### config.mk
export PLATFORM = sky130hd
export DESIGN_NAME = subreg_file
export DESIGN_NICKNAME = d
export VERILOG_FILES = /design/src/rtl/subreg_pkg.sv /design/src/rtl/subreg_merge.sv /design/src/rtl/subreg_extract.sv /design/src/rtl/subreg_store.sv /design/src/rtl/subreg_file.sv
export SDC_FILE = /design/constraint.sdc
export NUM_CORES = 2
export LEC_CHECK = 0
export ABC_AREA = 1
export ABC_CLOCK_PERIOD_IN_PS = 2300
export CAP_MARGIN = 10
export CELL_PAD_IN_SITES_DETAIL_PLACEMENT = 1
export CELL_PAD_IN_SITES_GLOBAL_PLACEMENT = 1
export CORE_MARGIN = 2
export CORE_UTILIZATION = 25
export DETAILED_ROUTE_END_ITERATION = 10
export GPL_ROUTABILITY_DRIVEN = 0
export PLACE_DENSITY = 0.51
export SLEW_MARGIN = 20
export SYNTH_ARGS = -nofsm -noshare
export SYNTH_HDL_FRONTEND = slang
export SYNTH_SLANG_ARGS = --single-unit
### constraint.sdc
create_clock -name clk -period 2.3 [get_ports clk]
set_input_delay 0.23 -clock clk [delete_from_list [all_inputs] [get_ports clk]]
set_output_delay 0.23 -clock clk [all_outputs]
set_load 0.005 [all_outputs]
### src/rtl/subreg_pkg.sv
package subreg_pkg;

   // View selector shared by the write port and both read ports
   typedef enum logic [2:0] {
      VW_FULL = 3'b000,
      VW_HALF = 3'b001,
      VW_WORD = 3'b010,
      VW_BLO  = 3'b011,
      VW_BHI  = 3'b100
   } view_e;

   function automatic logic view_is_valid(input logic [2:0] v);
      return (v <= 3'b100);
   endfunction

endpackage

### src/rtl/subreg_merge.sv
module subreg_merge
   import subreg_pkg::*;
#(
   parameter int XLEN = 64
) (
   input  logic [XLEN-1:0] old_word,
   input  logic [2:0]      view,
   input  logic [XLEN-1:0] data,
   output logic [XLEN-1:0] new_word,
   output logic            legal
);
   localparam int HALF = XLEN / 2;

   always_comb begin
      legal    = 1'b1;
      new_word = old_word;
      case (view)
         VW_FULL: new_word = data;
         VW_HALF: new_word = {{(XLEN-HALF){1'b0}}, data[HALF-1:0]};
         VW_WORD: new_word = {old_word[XLEN-1:16], data[15:0]};
         VW_BLO:  new_word = {old_word[XLEN-1:8], data[7:0]};
         VW_BHI:  new_word = {old_word[XLEN-1:16], data[7:0], old_word[7:0]};
         default: legal    = 1'b0;
      endcase
   end
endmodule

### src/rtl/subreg_extract.sv
module subreg_extract
   import subreg_pkg::*;
#(
   parameter int XLEN = 64
) (
   input  logic [XLEN-1:0] word,
   input  logic [2:0]      view,
   output logic [XLEN-1:0] field
);
   localparam int HALF = XLEN / 2;

   always_comb begin
      field = '0;
      case (view)
         VW_FULL: field = word;
         VW_HALF: field[HALF-1:0] = word[HALF-1:0];
         VW_WORD: field[15:0] = word[15:0];
         VW_BLO:  field[7:0] = word[7:0];
         VW_BHI:  field[7:0] = word[15:8];
         default: field = '0;
      endcase
   end
endmodule

### src/rtl/subreg_store.sv
module subreg_store #(
   parameter int XLEN     = 64,
   parameter int NUM_REGS = 16,
   localparam int IDX_W   = $clog2(NUM_REGS)
) (
   input  logic                           clk,
   input  logic                           rst,
   input  logic                           we,
   input  logic [IDX_W-1:0]               idx,
   input  logic [XLEN-1:0]                wdata,
   output logic [NUM_REGS-1:0][XLEN-1:0]  words
);
   for (genvar g = 0; g < NUM_REGS; g++) begin : g_reg
      always_ff @(posedge clk) begin
         if (rst)
            words[g] <= '0;
         else if (we && (idx == IDX_W'(g)))
            words[g] <= wdata;
      end
   end
endmodule

### src/rtl/subreg_file.sv
module subreg_file
   import subreg_pkg::*;
#(
   parameter int XLEN     = 64,
   parameter int NUM_REGS = 16,
   localparam int IDX_W   = $clog2(NUM_REGS)
) (
   input  logic             clk,
   input  logic             rst,
   input  logic             wr_en,
   input  logic [IDX_W-1:0] wr_idx,
   input  logic [2:0]       wr_view,
   input  logic [XLEN-1:0]  wr_data,
   input  logic [IDX_W-1:0] rd_a_idx,
   input  logic [2:0]       rd_a_view,
   output logic [XLEN-1:0]  rd_a_data,
   input  logic [IDX_W-1:0] rd_b_idx,
   input  logic [2:0]       rd_b_view,
   output logic [XLEN-1:0]  rd_b_data
);
   localparam int NUM_RD = 2;

   if (XLEN < 32 || (XLEN % 16) != 0) begin : g_bad_xlen
      $error("subreg_file: XLEN must be a multiple of 16 and at least 32");
   end
   if ((1 << IDX_W) != NUM_REGS || NUM_REGS < 2) begin : g_bad_regs
      $error("subreg_file: NUM_REGS must be a power of two of at least 2");
   end

   logic [NUM_REGS-1:0][XLEN-1:0] words;
   logic [XLEN-1:0]               old_word;
   logic [XLEN-1:0]               merged;
   logic                          legal;
   logic                          commit;

   assign old_word = words[wr_idx];

   subreg_merge #(.XLEN(XLEN)) u_merge (
      .old_word (old_word),
      .view     (wr_view),
      .data     (wr_data),
      .new_word (merged),
      .legal    (legal)
   );

   assign commit = wr_en && legal;

   subreg_store #(.XLEN(XLEN), .NUM_REGS(NUM_REGS)) u_store (
      .clk   (clk),
      .rst   (rst),
      .we    (commit),
      .idx   (wr_idx),
      .wdata (merged),
      .words (words)
   );

   logic [NUM_RD-1:0][IDX_W-1:0] rd_idx;
   logic [NUM_RD-1:0][2:0]       rd_view;
   logic [NUM_RD-1:0][XLEN-1:0]  rd_field;

   assign rd_idx  = {rd_b_idx, rd_a_idx};
   assign rd_view = {rd_b_view, rd_a_view};

   for (genvar p = 0; p < NUM_RD; p++) begin : g_rd
      logic [XLEN-1:0] src;
      assign src = (commit && rd_idx[p] == wr_idx) ? merged : words[rd_idx[p]];
      subreg_extract #(.XLEN(XLEN)) u_ext (
         .word  (src),
         .view  (rd_view[p]),
         .field (rd_field[p])
      );
   end

   assign rd_a_data = rd_field[0];
   assign rd_b_data = rd_field[1];

endmodule

# Yosys cells after proc, flatten, opt, wreduce, memory -nomap -nowiden

Cells that the tools add are included.

Output and inout bits: 128
Flip-flop bits (word level): 1024
Logic and storage cells: 96
Input bits: 88

Reductions and logical operators: 30
Magnitude comparators: 3
Multiplexer cells: 18
Eq/ne operators: 29

Operators by type and width:

| operator             | count |
|---|---|
| $bmux W64 S4         | 3 |
| $mux W64             | 5 |
| $pmux W64 S5         | 1 |
| $mux W32             | 2 |
| $eq A4 B4 Y1 const B | 8 |
| $mux W16             | 2 |
| $pmux W8 S2          | 2 |
| $logic_and A1 B1 Y1  | 19 |
| $eq A3 B2 Y1 const B | 6 |
| $eq A4 B3 Y1 const B | 4 |
| $mux W8              | 2 |
| $lt A4 B5 Y1 const B | 3 |
| $eq A3 B1 Y1 const B | 3 |
| $eq A3 B3 Y1 const B | 3 |
| $logic_not A3 Y1     | 3 |
| $eq A4 B2 Y1 const B | 2 |
| $eq A4 B4 Y1         | 2 |
| $reduce_or A4 Y1     | 2 |
| $reduce_or A3 Y1     | 2 |
| $reduce_or A5 Y1     | 1 |
| $eq A4 B1 Y1 const B | 1 |
| $logic_not A4 Y1     | 1 |
| $reduce_or A2 Y1     | 2 |
| $mux W1              | 1 |

# Longest topological paths before layout

Depth after elaboration: 7
Depth in mapped cells: 16
Depth with buffers taken out: 13

# By module

From an unflattened synthesis, not the netlist that was laid out.

Cells, all modules: 13366
Area total of the unflattened synthesis: 73452.9 um2

By module, submodules not included:

| module         | cells an instance | area an instance (um2) | times used |
|---|---|---|---|
| subreg_store   | 5772              | 39470.4                | 1 |
| subreg_file    | 7066              | 31325.0                | 1 |
| subreg_extract | 142               | 792.0                  | 2 |
| subreg_merge   | 244               | 1073.5                 | 1 |

# Worst setup path before layout

Ideal clock, no wire load.

Kind: in2out
Start point: in wr_idx[1]
End point: out rd_b_data[42]
Buffers on the path: 5
Arrival time: 1752 ps
Stages on the path: 15
Slack: 318 ps
Path through: buf_4 > inv_2 > buf_6 > nor2_8 > buf_6 > buf_6 > a21oi_1 > nand2_1 > nand2_1 > nand2_1 > o21ai_4 > buf_4 > nand3_1 > nand2_1 > inv_1

Longest elaborated chain between the ends: 5
Elaborated cells between the ends (all ways): 7
Classes of those cells: 1 x eq/ne; 5 x mux; 1 x reduce/logical

RTL lines:

| element                        | line                 | source |
|---|---|---|
| start, declared                | subreg_file.sv:11    | `input logic [IDX_W-1:0] wr_idx,` |
| $bmux W64 S4                   | subreg_file.sv:36    | `assign old_word = words[wr_idx];` |
| $mux W64 (implied by the code) | subreg_file.sv:36    |  |
| $pmux W64 S5                   | subreg_merge.sv:17   | `case (view)` |
| $mux W64 *                     | subreg_file.sv:66    | `assign src = (commit && rd_idx[p] == wr_idx) ? merged : words[rd_idx[p]];` |
| $mux W32 *                     | subreg_extract.sv:14 | `case (view)` |
| end, declared                  | subreg_file.sv:19    | `output logic [XLEN-1:0] rd_b_data` |

Mark *: on every way between the ends. The rest lies on a longest branch, timed or not. The select of a mux whose other input is x is not followed.

# Worst setup path in the final report

Start point: reg u_store.words[880] in the netlist's numbering
End point: out rd_a_data[48]

Longest elaborated chain between the ends: 5
Elaborated cells between the ends (all ways): 7
Classes of those cells: 7 x mux

RTL lines:

| element                         | line                 | source |
|---|---|---|
| start, declared                 | subreg_store.sv:11   | `output logic [NUM_REGS-1:0][XLEN-1:0] words` |
| start signal, assigned by index | subreg_store.sv:18   | `words[g] <= wdata;` |
| $bmux W64 S4                    | subreg_file.sv:36    |  |
| $mux W64 (implied by the code)  | subreg_file.sv:36    |  |
| $pmux W64 S5                    | subreg_merge.sv:17   |  |
| $mux W64 *                      | subreg_file.sv:66    |  |
| $mux W32 *                      | subreg_extract.sv:14 |  |
| end, declared                   | subreg_file.sv:16    | `output logic [XLEN-1:0] rd_a_data,` |

Marked as above.

==> flow_summary.ini <==
[synth]
synth_cell_types = 32
synth-simple-area-share_pct = 29.8
syn_nets = 11800
muxShareOfSynthArea_pct = 0
synth-adder-area-share_pct = 0
synth_top_family_by_area = simple AND/OR/NAND/NOR gates
synth-seq-cells = 1024
synth_compound_area_share_pct = 26.5
synth_area_sq_mm = 0.0687
synth_xor_area_share_pct = 0.0127
yosysWarnings = 0
syn_inst = 11700
ys_seq_area_share_pct = 29.8
syn_area_per_cell_sq_um = 5.88

[finish]
layout.nets = 12500
post-route-util_pct = 35.4
syn_to_final_growth_pct = 40.8
drive_above_1_share_pct = 27.3
largest_reg_flops = 1024
top_regs = u_store.words x1024
fillers = 34300
fin_area_sq_mm = 0.0967
top_register = u_store.words

[min_path]
hold_path_depth = 6
hp-class = in -> reg

[routing]
drc = 0
viasPerCell = 5.50
initialDrtViolationCount = 7408
ant_nets = 0
dr.pass1.iters = 6
wl_per_cell_um = 27.1
drt-total-wl_um = 438000
route.vias.total = 88800

[run_status]
violations = negative setup slack
status = complete, but fails checks

[clocking]
cts_buffers = 153
cts_root_buf = clkbuf_16
clk_path_buf_depth = 4
insertion_delay_ns = 0.84
clkSinkCount = 1024
clk_pin_slew_ns = 0.06
cts.htree.levels = 4
cts_tree = yes

[worst_setup_path]
start_kind = flip-flop
slowest_delay_ns = 0.34
criticalPathCategory = reg -> out
slowest_stage = dfxtp_2
path_max_fanout = 3
endpoint_kind = output pin
timing.critical_path.cells = buf_4 -> a21oi_1 -> o21ai_0 -> nand3_1 -> nand3_1 -> nand2_1 -> a21oi_1 -> nand2_2 -> inv_2 -> buf_2
arrival_ns = 2.35
critical_path_required_ns = 2.07
ff2ff_path_depth = 18

[floorplan]
pin_count = 216
coreArea_sq_mm = 0.274
die_w_um = 528
initial_core_util_pct = 25.1
fp.dieH_um = 528
rows = 192
dieArea_sq_mm = 0.279

[sta]
rsz0062_at_grt = yes
drv_slew = 0
setup-tns-final_ns = -16.65
min_period_ns = 2.58
worst_slack_ns = -0.280
skew_ns = 0.0428
relSlewSlack_pct = 40.8
hold_viol = 0
fmax_mhz = 388
tightest_slew_ns = 0.887
setup_violations = 117
period_share_pct = 112

[power]
power.leakage_nw = 42.5
ir_drop_uv = 466
p_per_area_mw_per_mm2 = 548

[global_routing]
grt-ovfl-total = 0
grt_pass1_vias = 89300
grt_start_max_net_pins = 94
antenna_found_initial = 9
grt_pass1_wl_um = 631000
grt_use_total_pct = 30.2

[placement]
dpl.hpwl_um = 288000
port_buffers = 215
placed_cell_area_sq_mm = 0.0837

[job]
maxCapViolations = 0
path summary, 6_finish.rpt:
path,slack [ns],to,startpoint
worst max-delay path,-0.28,rd_a_data[48],u_store.words[880]
worst min-delay path,0.33,u_store.words[680],wr_data[40]
worst max register to register,0.05,u_store.words[865],u_store.words[865]
worst min register to register,0.54,u_store.words[1014],u_store.words[1014]
worst max-delay path: cells and delay by family (launching register included):
family,cells,cell delay [ns]
DFF,1,0.34
AOI/OAI and AO/OA,3,0.45
and+or+nand+nor,4,0.47
buffers and inverters,3,0.27
logic make-up (layout without fill, tap and decap cells):
kind of cell              after synthesis  count (layout)
xor gates and xnor gates                1               1
AOI/OAI and AO/OA                    3464            3464
DFF                                  1024            1024
and+or+nand+nor                      4827            4827
other                                   0               3
buffers and inverters                2366            3241
per-layer routing:
metal	track usage, %	up-vias	share of wire [%]
li1	-	40000	-
met5	0	-	0.0030
met4	14.0	2	5.1
met1	39.4	44600	43
met2	49.5	3253	46
met3	3.47	950	5.8
power breakdown:
group / leakage [nW] / internal (W) / total, W / switching (W)
Combinational: 31.5 / 0.00361 / 0.0102 / 0.00661
Clock: 2.48 / 0.0147 / 0.0245 / 0.00984
Sequential: 8.50 / 0.0180 / 0.0183 / 0.000254
Total: 42.5 / 0.0363 / 0.0530 / 0.0167
cell type report:
cell class | count | area (sq um) | share of cell area, %
clock buffer | 222 | 4480 | 4.63
clock inverter | 41 | 527 | 0.545
tap | 3589 | 4490 | 4.64
timing repair buffer | 1651 | 18600 | 19.3
antenna | 3 | 7.51 | 0.00776
sequential | 1024 | 21100 | 21.8
multi-input combinational | 8292 | 42300 | 43.7
inverter | 1327 | 5180 | 5.35
cells in the final DEF (no fill, tap or decap), types with 27 or more instances in the layout:
cell type        instances
dfxtp_2                424
nand3_1               1461
clkbuf_16              156
buf_12                 433
dfxtp_4                 27
buf_4                  851
inv_2                  202
nor2_1                 360
nand2_4                 45
inv_1                 1090
buf_6                  145
clkbuf_8                39
nor2_2                  46
o21ai_2                 35
dfxtp_1                573
a21oi_2                151
o21ai_1                244
clkdlybuf4s50_1         71
clkbuf_1                31
o21ai_4                 48
o21ai_0               1081
a21oi_1               1774
buf_2                  114
o21bai_1                28
nand2_2                335
nand4_1                 79
nand3_2                177
nand2_1               2276
synth_stat cells:
| library cell | count | share of area [%] |
|---|---|---|
| o21bai_4 | 13 | 0.36 |
| clkbuf_1 | 690 | 3.8 |
| inv_2 | 22 | 0.12 |
| o21bai_1 | 28 | 0.31 |
| o21ai_0 | 1322 | 9.6 |
| o21ai_1 | 44 | 0.32 |
| o21ai_4 | 35 | 0.83 |
| nor2_2 | 7 | 0.064 |
| buf_1 | 106 | 0.58 |
| nand2_2 | 6 | 0.055 |
| nor2_8 | 2 | 0.058 |
| o211ai_1 | 12 | 0.13 |
| nor3_1 | 3 | 0.022 |
| buf_6 | 28 | 0.46 |
| nor2_1 | 416 | 2.3 |
| o21a_1 | 24 | 0.26 |
| nor2_4 | 1 | 0.016 |
| xor2_1 | 1 | 0.013 |
| clkinv_1 | 4 | 0.022 |
| nand4_1 | 79 | 0.72 |
| dfxtp_1 | 1024 | 30 |
| buf_2 | 150 | 1.1 |
| inv_1 | 1301 | 7.1 |
| a21oi_1 | 1932 | 14 |
| nand2_1 | 2652 | 14 |
| o21ai_2 | 7 | 0.089 |
| nand3_1 | 1657 | 12 |
| nand2_4 | 1 | 0.016 |
| or2_2 | 3 | 0.027 |
| a22oi_1 | 45 | 0.49 |
| buf_4 | 65 | 0.71 |
| o31ai_1 | 2 | 0.022 |
metrics by stage:
| stage | std cells | total power (W) | worst slack, ns | hold WS, ns |
|---|---|---|---|---|
| after floorplan | 11700 | 0.0226 | 0.318 | 0.504 |
| after global placement | 15400 | 0.0277 | -0.871 | 0.518 |
| after detailed placement | 15400 | 0.0278 | -0.896 | 0.529 |
| after CTS | 16100 | 0.0530 | -0.362 | 0.263 |
| after global routing | 16100 | 0.0546 | -0.355 | 0.350 |
| final | 16100 | 0.0530 | -0.280 | 0.328 |
timing repair:
| action | CTS | global route |
|---|---|---|
| resized for setup | 1703 | 859 |
| setup endpoints to repair | 128 | 135 |
| hold buffers | 1 | 0 |
| hold endpoints to repair | 6 | 0 |
| gates cloned | 4 | 2 |
| pin swaps | 490 | 525 |
| buffers inserted | 397 | 113 |
No activity file was read; power rests on OpenSTA's default activity.
